## src/rtl/synth_word_pkg.sv

```systemverilog
package synth_word_pkg;
    localparam int WORD_W  = 16;
    localparam int FREQ_W  = 28;
    localparam int PHASE_W = 12;
    localparam int HALF_W  = FREQ_W / 2;
    localparam int CTL_W   = WORD_W - 2;
    localparam int CNT_W   = $clog2(WORD_W + 1);

    // control bit positions that the load logic decodes
    localparam int CTL_TWO_WRITE = 13;
    localparam int CTL_HALF_SEL  = 12;
    localparam logic [CTL_W-1:0] CTL_RESET_VAL = 14'h2100;

    typedef enum logic [1:0] {
        FR_IDLE,
        FR_SHIFT,
        FR_FULL,
        FR_SKIP
    } frame_state_t;

    typedef enum logic {
        LD_LOW,
        LD_HIGH
    } load_state_t;
endpackage

```

## src/rtl/synth_word_sync.sv

```systemverilog
module synth_word_sync #(
    parameter int STAGES = 2
) (
    input  logic clk,
    input  logic rst_n,
    input  logic ser_clk,
    input  logic ser_sel_n,
    input  logic ser_dat,
    output logic clk_fall,
    output logic sel_act,
    output logic dat_s
);
    // index 0: serial clock, 1: select, 2: data
    logic [2:0] chain [STAGES];
    logic       clk_prev;

    genvar g;
    generate
        for (g = 0; g < STAGES; g++) begin : g_stage
            if (g == 0) begin : g_first
                always_ff @(posedge clk or negedge rst_n) begin
                    if (!rst_n) chain[g] <= 3'b011;
                    else        chain[g] <= {ser_dat, ser_sel_n, ser_clk};
                end
            end else begin : g_next
                always_ff @(posedge clk or negedge rst_n) begin
                    if (!rst_n) chain[g] <= 3'b011;
                    else        chain[g] <= chain[g-1];
                end
            end
        end
    endgenerate

    always_ff @(posedge clk or negedge rst_n) begin
        if (!rst_n) clk_prev <= 1'b1;
        else        clk_prev <= chain[STAGES-1][0];
    end

    assign clk_fall = clk_prev & ~chain[STAGES-1][0];
    assign sel_act  = ~chain[STAGES-1][1];
    assign dat_s    = chain[STAGES-1][2];

    // a sampling strobe never lasts two cycles
    p_fall_single_r2: assert property (@(posedge clk) disable iff (!rst_n)
        clk_fall |=> !clk_fall);
endmodule

```

## src/rtl/synth_word_frame.sv

```systemverilog
module synth_word_frame
    import synth_word_pkg::*;
(
    input  logic              clk,
    input  logic              rst_n,
    input  logic              clk_fall,
    input  logic              sel_act,
    input  logic              dat_s,
    output logic              word_vld,
    output logic [WORD_W-1:0] word
);
    frame_state_t      st_q, st_d;
    logic [CNT_W-1:0]  cnt_q;
    logic [WORD_W-1:0] shf_q;

    always_ff @(posedge clk or negedge rst_n) begin
        if (!rst_n) st_q <= FR_IDLE;
        else        st_q <= st_d;
    end

    always_comb begin
        st_d = st_q;
        unique case (st_q)
            FR_IDLE:  if (sel_act) st_d = FR_SHIFT;
            FR_SHIFT: begin
                if (!sel_act)
                    st_d = FR_IDLE;
                else if (clk_fall && cnt_q == CNT_W'(WORD_W - 1))
                    st_d = FR_FULL;
            end
            FR_FULL: begin
                if (!sel_act)     st_d = FR_IDLE;
                else if (clk_fall) st_d = FR_SKIP;
            end
            FR_SKIP:  if (!sel_act) st_d = FR_IDLE;
        endcase
    end

    // outputs and shift datapath
    always_ff @(posedge clk or negedge rst_n) begin
        if (!rst_n) begin
            cnt_q    <= '0;
            shf_q    <= '0;
            word_vld <= 1'b0;
            word     <= '0;
        end else begin
            word_vld <= 1'b0;
            unique case (st_q)
                FR_IDLE: cnt_q <= '0;
                FR_SHIFT: if (sel_act && clk_fall) begin
                    shf_q <= {shf_q[WORD_W-2:0], dat_s};
                    cnt_q <= cnt_q + 1'b1;
                end
                FR_FULL: if (!sel_act) begin
                    word_vld <= 1'b1;
                    word     <= shf_q;
                end
                FR_SKIP: cnt_q <= '0;
            endcase
        end
    end

    // a word is only released from a frame of exactly 16 bits
    p_full_only_r3: assert property (@(posedge clk) disable iff (!rst_n)
        word_vld |-> $past(st_q) == FR_FULL);
    p_vld_pulse_r2: assert property (@(posedge clk) disable iff (!rst_n)
        word_vld |=> !word_vld);
    // nothing is shifted while select is high
    p_idle_hold_r9: assert property (@(posedge clk) disable iff (!rst_n)
        (st_q == FR_IDLE && !sel_act) |=> $stable(shf_q));
endmodule

```

## src/rtl/synth_word_regs.sv

```systemverilog
module synth_word_regs
    import synth_word_pkg::*;
(
    input  logic               clk,
    input  logic               rst_n,
    input  logic               wr_vld,
    input  logic [WORD_W-1:0]  wr_word,
    output logic [CTL_W-1:0]   ctl_q,
    output logic [FREQ_W-1:0]  freq0_q,
    output logic [FREQ_W-1:0]  freq1_q,
    output logic [PHASE_W-1:0] phase0_q,
    output logic [PHASE_W-1:0] phase1_q
);
    load_state_t       ld_q, ld_d;
    logic [HALF_W-1:0] pend_q;
    logic              pend_sel_q;

    logic [2:0]        tag;
    logic              is_ctl, is_freq, is_phase, dst_sel;
    logic              pair_done;

    assign tag       = wr_word[WORD_W-1:WORD_W-3];
    assign is_ctl    = tag[2:1] == 2'b00;
    assign is_freq   = tag[2:1] == 2'b01 || tag[2:1] == 2'b10;
    assign is_phase  = tag[2:1] == 2'b11;
    assign dst_sel   = is_freq ? tag[2] : tag[0];
    assign pair_done = wr_vld && is_freq && ctl_q[CTL_TWO_WRITE]
                       && ld_q == LD_HIGH && pend_sel_q == dst_sel;

    always_ff @(posedge clk or negedge rst_n) begin
        if (!rst_n) ld_q <= LD_LOW;
        else        ld_q <= ld_d;
    end

    always_comb begin
        ld_d = ld_q;
        unique case (ld_q)
            LD_LOW: begin
                if (wr_vld && is_freq && ctl_q[CTL_TWO_WRITE])
                    ld_d = LD_HIGH;
            end
            LD_HIGH: begin
                if (wr_vld) begin
                    if (pair_done)
                        ld_d = LD_LOW;
                    else if (is_freq && ctl_q[CTL_TWO_WRITE])
                        ld_d = LD_HIGH;
                    else
                        ld_d = LD_LOW;
                end
            end
        endcase
    end

    // register updates
    always_ff @(posedge clk or negedge rst_n) begin
        if (!rst_n) begin
            ctl_q      <= CTL_RESET_VAL;
            freq0_q    <= '0;
            freq1_q    <= '0;
            phase0_q   <= '0;
            phase1_q   <= '0;
            pend_q     <= '0;
            pend_sel_q <= 1'b0;
        end else if (wr_vld) begin
            if (is_ctl) begin
                ctl_q <= wr_word[CTL_W-1:0];
            end else if (is_phase) begin
                if (dst_sel) phase1_q <= wr_word[PHASE_W-1:0];
                else         phase0_q <= wr_word[PHASE_W-1:0];
            end else if (ctl_q[CTL_TWO_WRITE]) begin
                if (pair_done) begin
                    if (dst_sel) freq1_q <= {wr_word[HALF_W-1:0], pend_q};
                    else         freq0_q <= {wr_word[HALF_W-1:0], pend_q};
                end else begin
                    pend_q     <= wr_word[HALF_W-1:0];
                    pend_sel_q <= dst_sel;
                end
            end else if (ctl_q[CTL_HALF_SEL]) begin
                if (dst_sel) freq1_q[FREQ_W-1:HALF_W] <= wr_word[HALF_W-1:0];
                else         freq0_q[FREQ_W-1:HALF_W] <= wr_word[HALF_W-1:0];
            end else begin
                if (dst_sel) freq1_q[HALF_W-1:0] <= wr_word[HALF_W-1:0];
                else         freq0_q[HALF_W-1:0] <= wr_word[HALF_W-1:0];
            end
        end
    end

    // while a low half is pending, neither frequency output moves
    p_half_hold_r6: assert property (@(posedge clk) disable iff (!rst_n)
        (ld_q == LD_HIGH && ld_d == LD_HIGH) |=> $stable(freq0_q) && $stable(freq1_q));
    // the control word only changes on an accepted word
    p_ctl_on_word_r4: assert property (@(posedge clk) disable iff (!rst_n)
        !wr_vld |=> $stable(ctl_q));
    // a phase word never touches a frequency output
    p_phase_only_r5: assert property (@(posedge clk) disable iff (!rst_n)
        (wr_vld && is_phase) |=> $stable(freq0_q) && $stable(freq1_q));
    // a non-frequency word always leaves the pointer at the low half
    p_ptr_clear_r7: assert property (@(posedge clk) disable iff (!rst_n)
        (wr_vld && !is_freq) |=> ld_q == LD_LOW);
endmodule

```

## src/rtl/synth_word_port.sv

```systemverilog
module synth_word_port
    import synth_word_pkg::*;
#(
    parameter int SYNC_STAGES = 2
) (
    input  logic               clk,
    input  logic               rst_n,
    input  logic               ser_clk,
    input  logic               ser_sel_n,
    input  logic               ser_dat,
    output logic [CTL_W-1:0]   ctl_word,
    output logic [FREQ_W-1:0]  freq0_word,
    output logic [FREQ_W-1:0]  freq1_word,
    output logic [PHASE_W-1:0] phase0_word,
    output logic [PHASE_W-1:0] phase1_word
);
    logic              clk_fall, sel_act, dat_s;
    logic              word_vld;
    logic [WORD_W-1:0] word;

    synth_word_sync #(.STAGES(SYNC_STAGES)) u_sync (
        .clk       (clk),
        .rst_n     (rst_n),
        .ser_clk   (ser_clk),
        .ser_sel_n (ser_sel_n),
        .ser_dat   (ser_dat),
        .clk_fall  (clk_fall),
        .sel_act   (sel_act),
        .dat_s     (dat_s)
    );

    synth_word_frame u_frame (
        .clk      (clk),
        .rst_n    (rst_n),
        .clk_fall (clk_fall),
        .sel_act  (sel_act),
        .dat_s    (dat_s),
        .word_vld (word_vld),
        .word     (word)
    );

    synth_word_regs u_regs (
        .clk      (clk),
        .rst_n    (rst_n),
        .wr_vld   (word_vld),
        .wr_word  (word),
        .ctl_q    (ctl_word),
        .freq0_q  (freq0_word),
        .freq1_q  (freq1_word),
        .phase0_q (phase0_word),
        .phase1_q (phase1_word)
    );
endmodule

```

## config.mk

```make
export PLATFORM = sky130hd
export DESIGN_NAME = synth_word_port
export DESIGN_NICKNAME = d
export VERILOG_FILES = /design/src/rtl/synth_word_pkg.sv /design/src/rtl/synth_word_sync.sv /design/src/rtl/synth_word_frame.sv /design/src/rtl/synth_word_regs.sv /design/src/rtl/synth_word_port.sv
export SDC_FILE = /design/constraint.sdc
export NUM_CORES = 1
export LEC_CHECK = 0
export BUFFER_PORTS_ARGS = -buffer_cell sky130_fd_sc_hd__buf_2
export CAP_MARGIN = 20
export CORE_MARGIN = 2
export CORE_UTILIZATION = 50
export DETAILED_ROUTE_END_ITERATION = 10
export GPL_TIMING_DRIVEN = 0
export MAX_ROUTING_LAYER = met4
export PLACE_DENSITY = 0.83
export SLEW_MARGIN = 20
export SYNTH_ARGS = -nofsm -noshare
export SYNTH_HDL_FRONTEND = slang
export SYNTH_SLANG_ARGS = --single-unit
export TNS_END_PERCENT = 30
```

## constraint.sdc

```tcl
create_clock -name clk -period 2.9 [get_ports clk]
set_input_delay 0.435 -clock clk [delete_from_list [all_inputs] [get_ports clk]]
set_output_delay 0.435 -clock clk [all_outputs]
set_load 0.005 [all_outputs]
```

==> out/qor.csv <==
metric;value;unit
num rows;40;
IO Port Bufs;98;
WP data arrival;2.79;ns
FMAX;401;MHz
drt pass-1 iters;4;
minimum clock period;2.49;ns
commonest non-fill, non-tap cell in the layout;mux2_2;
htree depth;4;
Slew headroom;53.5;%
GRT Util Overall;19.9;%
commonest cells after routing, fill and taps aside;mux2_2, dfrtp_1, buf_2, clkbuf_16, inv_1;
GRT overflow;0;
P&R area growth vs syn;20.9;%
switching pwr;1.17;mW
initial antenna violation count;0;
final worst-path cycle share;86.0;%
GPL Wtd Cong;0.847;
Inserted Diodes;0;
number of synthesized flops with an enable pin;0;
pin count of the biggest net entering global routing;109;
met2 wire len;6050;um
mean routed wirelength per cell;17.4;um
Clock Power Share;42.7;%
# hold bufs at CTS;1;
LEAKAGE;4.09;nW
die area;13500;um2
maxcap violations;0;
endpoints failing setup;0;
layout cell share with drive strength beyond 1;56.4;%
WP data required;3.20;ns
Post-synth ARST share;100;%
first-pass GRT wire length;19500;um
DRC errors left;0;
combinational power share;8.8;%
ys flop type;dfrtp_1;
Sw Ratio;23.5;%
via count;3688;
DR top layer;met4;
crit path capture type;flip-flop;
Boundary Pins;99;
Post-CTS Setup Bufs;0;
Clock Latency Late Sink;0.42;ns
mapped cell area;6290;um2
worst hold margin;0.110;ns
DIE HEIGHT;116;um
Synth Instances;402;
final hold violations;0;
Avg Cell Area, Syn;15.6;um2
RSZ-0062 raised after global routing;false;
Synth cell types;40;
Pins Over Slew Limit;0;
Power Total;4.98;mW
vias in the first global route;3817;
cell-internal power;3.81;mW
Post-Place Cells;669;
DR iter-0 viols;244;
CP Class;flip-flop to flip-flop;
clock-pin slew on the worst setup and hold paths;0.06;ns
post-synthesis sequential area ratio;62.6;%
status;finished, final reports clean;
clk_skew;0.00952;ns
net count reported at finish;535;
pwr/cell area;654;nW/um2
Post-Syn Nets;416;
CTS tree;yes;
hpwl dp;8430;um
CTS Buf Count;17;
M1 WL;5470;um
Core ar.;12200;um2
VDD IR-drop max;333;uV
Syn. warnings;0;
placed cell areas;7030;um2
remaining antenna violation count after routing;0;
Worst setup SP type;flip-flop;
WL met3;539;um
worst-case clock buffer depth;2;
final instance area;7610;um2
Worst-Margin Slew;0.693;ns
largest fanout on the critical path;10;
CTS resizes;0;
CTS Sinks;157;
FF-to-FF setup slack;0.41;ns
via/cell ratio;5.25;
worst min-delay path class;input port to flip-flop;
initial core utilization;51.7;%
Die W;116;um
clk root buf;clkbuf_16;
Total Wirelength;12200;um
Seq pwr share;48.5;%
Finished Layout Cells;702;
Synth Register Bits;157;
-- sequential cells by signal, indices dropped and copies added (netlist names), 2 cells and up --
register / cells
u_regs.ctl_q: 14
u_regs.freq0_q: 28
u_regs.freq1_q: 28
u_regs.pend_q: 14
u_regs.phase1_q: 12
u_frame.word: 16
u_frame.cnt_q: 5
u_frame.shf_q: 16
u_regs.phase0_q: 12
u_sync.chain: 5
u_frame.st_q: 2
-- final cells by class --
type | instances | area (um2)
buffer | 15 | 86.3
fill | 880 | 4560
sequential | 157 | 3940
clock buffer | 24 | 472
multi-input combinational | 219 | 2230
inverter | 11 | 41.3
tap | 168 | 210
clock inverter | 8 | 95.1
timing repair buffer | 100 | 538
-- metal layers --
layer	GRT usage [%]	vias to the layer above
met3	6.12	14
met2	31.5	84
met4	6.27	0
met1	24.7	1911
li1	-	1679
met5	-	-
-- cell families after synthesis --
group | share of synthesized area (%)
AO/OA/AOI/OAI | 2.65
AND/OR/NAND/NOR | 2.82
XOR/XNOR | 0.398
adder cells (fa/ha/maj) | 1.79
buffers and inverters | 2.03
flip-flops | 62.6
multiplexers | 27.7
-- per-stage QoR --
step                      setup WS (ns)  setup TNS, ns  util (%)
after floorplan                   0.729              0         -
after global placement           -0.723        -107.25      57.5
after detailed placement          0.442              0      57.8
after CTS                         0.417              0      62.5
after global routing              0.275              0      62.5
final                             0.407              0      62.5
-- power groups by stage --
stage | clock network, mW | registers (mW) | logic, mW
global route | 2.27 | 2.43 | 0.491
CTS | 2.16 | 2.41 | 0.442
finish | 2.13 | 2.41 | 0.438
global placement | 0 | 2.44 | 0.400
detailed placement | 0 | 2.45 | 0.432
floorplan | 0 | 2.41 | 0.295
-- critical path, stage by stage, from the launching register on --
cell and delay, ns:
dfrtp_1 0.45, inv_1 0.09, ha_1 0.37, mux2i_1 0.43, and4b_1 0.32, buf_2 0.32, mux2_2 0.39
-- synth_stat cells, types with 4 or more instances --
library cell / number / area share, %
mux2_2: 154 / 28
dfrtp_1: 150 / 60
inv_1: 11 / 0.66
ha_1: 9 / 1.8
nand2_1: 9 / 0.54
dfstp_2: 7 / 2.9
buf_2: 6 / 0.48
o21ai_0: 6 / 0.48
clkbuf_1: 4 / 0.24
-- final timing paths --
check / cells past startpoint / end / start
worst min-delay path: 1 / u_sync.chain[3]$_DFF_PN1_ / ser_clk
worst max-delay path: 6 / u_regs.phase0_q[1]$_DFFE_PN0P_ / u_frame.word[15]$_DFFE_PN0P_
max in group asynchronous: 3 / u_sync.chain[1]$_DFF_PN1_ / rst_n
min in group asynchronous: 2 / u_regs.freq1_q[8]$_DFFE_PN0P_ / rst_n
worst max register to register: 6 / u_regs.phase0_q[1]$_DFFE_PN0P_ / u_frame.word[15]$_DFFE_PN0P_
worst min register to register: 0 / u_sync.dat_s$_DFF_PN0_ / u_sync.chain[5]$_DFF_PN0_
No activity file was read; power rests on OpenSTA's default activity.
